`src/rtl/stk_alu.sv`:
```
module stk_alu #(
  parameter int W = 32
) (
  input  logic         clk,
  input  logic         rst_n,
  input  logic         start,
  input  logic [7:0]   op,
  input  logic [W-1:0] tos,
  input  logic [W-1:0] nos,
  output logic         done,
  output logic [W-1:0] result,
  output logic         pops_two,
  output logic         bad_op
);
  localparam int SHW = $clog2(W) + 1;

  localparam logic [7:0] C_ADD = 8'd5,  C_AND = 8'd6,  C_OR  = 8'd7,  C_NOT = 8'd9;
  localparam logic [7:0] C_REV = 8'd10, C_LT  = 8'd36, C_LE  = 8'd37, C_ULT = 8'd38;
  localparam logic [7:0] C_ULE = 8'd39, C_MUL = 8'd41, C_SRL = 8'd42, C_SLL = 8'd43;
  localparam logic [7:0] C_SRA = 8'd44, C_EQ  = 8'd46, C_NE  = 8'd47, C_NEG = 8'd48;
  localparam logic [7:0] C_SUB = 8'd49, C_XOR = 8'd50;

  logic [SHW-1:0] amt;
  logic [W-1:0]   mirror, nxt_res;
  logic           nxt_two, nxt_bad;

  assign amt = tos[SHW-1:0];

  always_comb
    for (int i = 0; i < W; i++) mirror[i] = tos[W-1-i];

  function automatic logic [W-1:0] flag(input logic c);
    return {{(W-1){1'b0}}, c};
  endfunction

  always_comb begin
    nxt_res = '0;
    nxt_two = 1'b1;
    nxt_bad = 1'b0;
    case (op)
      C_ADD: nxt_res = tos + nos;
      C_SUB: nxt_res = nos - tos;
      C_NEG: begin nxt_res = -tos; nxt_two = 1'b0; end
      C_AND: nxt_res = tos & nos;
      C_OR:  nxt_res = tos | nos;
      C_XOR: nxt_res = tos ^ nos;
      C_NOT: begin nxt_res = ~tos; nxt_two = 1'b0; end
      C_REV: begin nxt_res = mirror; nxt_two = 1'b0; end
      C_LT:  nxt_res = flag($signed(tos) <  $signed(nos));
      C_LE:  nxt_res = flag($signed(tos) <= $signed(nos));
      C_ULT: nxt_res = flag(tos <  nos);
      C_ULE: nxt_res = flag(tos <= nos);
      C_EQ:  nxt_res = flag(tos == nos);
      C_NE:  nxt_res = flag(tos != nos);
      C_MUL: nxt_res = tos * nos;
      C_SRL: nxt_res = nos >> amt;
      C_SLL: nxt_res = nos << amt;
      C_SRA: nxt_res = W'($signed(nos) >>> amt);
      default: begin nxt_two = 1'b0; nxt_bad = 1'b1; end
    endcase
  end

  always_ff @(posedge clk) begin
    if (!rst_n) begin
      done     <= 1'b0;
      result   <= '0;
      pops_two <= 1'b0;
      bad_op   <= 1'b0;
    end else begin
      done <= start;
      if (start) begin
        result   <= nxt_res;
        pops_two <= nxt_two;
        bad_op   <= nxt_bad;
      end
    end
  end

  logic is_cmp, is_unary;
  assign is_cmp   = (op == C_LT) || (op == C_LE) || (op == C_ULT) || (op == C_ULE) ||
                    (op == C_EQ) || (op == C_NE);
  assign is_unary = (op == C_NOT) || (op == C_NEG) || (op == C_REV);

  AST_DONE_AFTER_START: assert property (@(posedge clk) disable iff (!rst_n) start |=> done);
  AST_NO_SPURIOUS_DONE: assert property (@(posedge clk) disable iff (!rst_n) !start |=> !done);
  AST_RESULT_HOLDS: assert property (@(posedge clk) disable iff (!rst_n) !start |=> $stable(result));
  AST_CMP_IS_BOOL: assert property (@(posedge clk) disable iff (!rst_n) (start && is_cmp) |=> result[W-1:1] == '0);
  AST_UNARY_ONE_POP: assert property (@(posedge clk) disable iff (!rst_n) (start && is_unary) |=> !pops_two);
  AST_BAD_GIVES_ZERO: assert property (@(posedge clk) disable iff (!rst_n) bad_op |-> (result == '0 && !pops_two));
endmodule

```
`config.mk`:
```
export PLATFORM = sky130hd
export DESIGN_NAME = stk_alu
export DESIGN_NICKNAME = d
export VERILOG_FILES = /design/src/rtl/stk_alu.sv
export SDC_FILE = /design/constraint.sdc
export NUM_CORES = 2
export LEC_CHECK = 0
export ABC_AREA = 1
export BUFFER_PORTS_ARGS = -buffer_cell sky130_fd_sc_hd__clkbuf_2
export CAP_MARGIN = 20
export CORE_ASPECT_RATIO = 0.5
export CORE_UTILIZATION = 55
export CTS_BUF_LIST = sky130_fd_sc_hd__clkbuf_4 sky130_fd_sc_hd__clkbuf_8
export CTS_CLUSTER_SIZE = 24
export DETAILED_ROUTE_END_ITERATION = 6
export HOLD_SLACK_MARGIN = 0.1
export PLACE_DENSITY = 0.75
export SLEW_MARGIN = 20
export SYNTH_ARGS = -nofsm -noshare
export SYNTH_HDL_FRONTEND = slang
export SYNTH_SLANG_ARGS = --single-unit
```
`constraint.sdc`:
```
create_clock -name clk -period 7.6 [get_ports clk]
set_input_delay 0.76 -clock clk [delete_from_list [all_inputs] [get_ports clk]]
set_output_delay 0.76 -clock clk [all_outputs]
set_load 0.005 [all_outputs]
```
==> out/qor.yml <==
clock_tree:
  htreeDepth: 2
  cts_buffer_depth: 2
  cts_made_buffers: 5
  cts_tree: "yes"
  clk_latency_ns: 0.33
  clkSlewWorstSetupHoldPaths_ns: 0.11
  cts_root_buf: "clkbuf_8"
  cts.sinks: 35
routing:
  wl_mm: 149
  drt_first_iter_violations: 6355
  post_drt_wl_per_cell_um: 27.4
  vias_per_cell: 6.28
  antenna_left: 0
  drc: 27
  first_pass_iters: 7
  vias: 34200
status:
  violations: "design-rule violations"
  status: "finished, violations left"
timing:
  drv_slew: 0
  finalHoldViolations: 0
  skew_ns: 0
  worst_pin_slew_ns: 1.14
  setup_viol: 0
  finalCritPeriodShare_pct: 99.0
  fin_crit_ns: 7.52
  fin_tns_setup_ns: 0
  slew_headroom_pct: 23.3
  fmax_mhz: 133
final_layout:
  drive_gt1_share_pct: 9.48
  fill_cells: 5025
  seqCellArea_um2: 701
  areaGrowthSynthToFinish_pct: 9.40
  fin_area_um2: 31900
  multi_input_area_um2: 23700
  layout.nets: 5483
yosys:
  syn_nets: 5327
  yosysWarnings: 0
  synth_edf_count: 0
  synth-seq-cells: 35
  avgSynthCellArea_um2: 6.34
  synth_common_cells: "nand2_1, inv_1, fa_1, a21oi_1, ha_1"
  syn_inst: 4590
  synth.most_common_cell: "nand2_1"
  yosysTopAreaCell: "fa_1"
  ys_seq_area_share_pct: 2.41
  syn-cell-area_um2: 29100
  async_flop_share_pct: 0
  yosysTopAreaCellShare_pct: 28.2
  netlist_top_cells_area: "fa_1, nand2_1, inv_1, ha_1, a21oi_1"
  synthFlopType: "dfxtp_1"
  synth_cell_type_count: 63
setup_path:
  worstPathMaxFanout: 5
  worstSetupStartpointType: "input pin"
  critPathCaptureType: "flop"
  crit_top_cell: "fa_1"
  critical_path_class: "input pin to flop"
  critPathMaxStageDelay_ns: 0.57
  cp.required_ns: 7.83
  cpMaxStageDelayCell: "fa_1"
  cp.arrival_ns: 7.75
floorplan:
  rows: 59
  initial_core_util_pct: 55.9
  chipWidth_um: 327
  io_pins: 110
  die_area_um2: 53900
  core_area_um2: 52100
  die_h_um: 165
global_routing:
  grt_pass1_vias: 33000
  overflow: 0
  grt_pass1_wl_mm: 213
  antenna_found_initial: 7
  grt_use_total_pct: 54.9
  grt_max_degree: 59
place:
  port_buffers: 109
  placed_area_um2: 31600
  dp_hpwl_mm: 124
  gp_congestion: 1.20
run:
  drv_cap: 0
hold_path:
  hp-class: "flop to flop"
-- worst max-delay path: cells and delay by family --
kind	cells	cell delay (ns)
buffers and inverters	7	0.86
AO/OA/AOI/OAI	5	0.68
AND/OR/NAND/NOR	8	1.31
adder cells (fa/ha/maj)	10	4.16
-- layer usage --
metal  up-vias  wire [um]  GRT usage (%)
met5         -        192           1.81
met4        10      10000           27.2
met3       717      29800           30.7
met2      2995      55300           74.4
met1     16100      54100           69.2
li1      14400          -              -
-- final timing paths --
path,depth (start not counted),slack [ns],start,endpoint
worst max-delay path,30,0.08,tos[8],result[23]
worst min-delay path,2,0.47,result[17],result[17]
worst max register to register,2,6.70,result[31],result[31]
worst min register to register,2,0.47,result[17],result[17]
-- sequential cells by signal, summed over array words and instances, names as in the netlist --
signal    cells
bad_op        1
done          1
pops_two      1
result       32
-- area by class of cell --
class / instances / area share [%]
diodes: 8 / 0.0628
clock buffers: 5 / 0.216
clock inverters: 3 / 0.145
inverters: 1021 / 12.1
multi-input cells: 3315 / 74.3
flip-flops and latches: 35 / 2.20
well taps: 701 / 2.75
repair buffers: 368 / 8.32
-- metrics by stage --
stage                     worst slack [ns]  std cells  hold WS (ns)  util, %
after floorplan                      0.295       4590         0.460        -
after global placement              -0.318       5438         0.454     60.7
after detailed placement            -0.315       5439         0.454     60.7
after CTS                           0.0212       5447         0.469     60.9
after global routing               -0.0177       5449         0.491     61.1
final                               0.0779       5456         0.470     61.1
-- placed cells by master, fill, tap and decap left out, types with 16 or more instances in the layout --
cell      synthesis  routed
nand3b_1         16      16
dfxtp_1          35      35
clkbuf_2          1     102
inv_2            18      18
nand3_1         224     222
o21ai_1          55      57
a21oi_1         254     253
o211ai_1         27      27
buf_4             5     244
fa_1            410     410
nand2_1        1274    1274
o21ai_0         221     219
nor3_1           47      46
nand4_1          55      55
o22ai_1          59      59
ha_1            252     249
nor2_1          226     224
inv_1           995     994
-- repair_timing --
item / CTS / global route
gates resized for setup: 0 / 24
endpoints found under the setup margin: 0 / 14
hold buffers: 0 / 0
buffers inserted: 0 / 1
-- logic make-up after synthesis --
group / share of synthesized area [%]
and+or+nand+nor: 27.1
buffers and inverters: 16.5
muxes: 0.413
adders and majority gates: 39.0
AOI/OAI and AO/OA: 13.9
DFF: 2.41
xor gates and xnor gates: 0.662
Power is left out: the tool's default activity adds up to more than one toggle a clock period on the data nets, which glitch-free logic cannot reach.
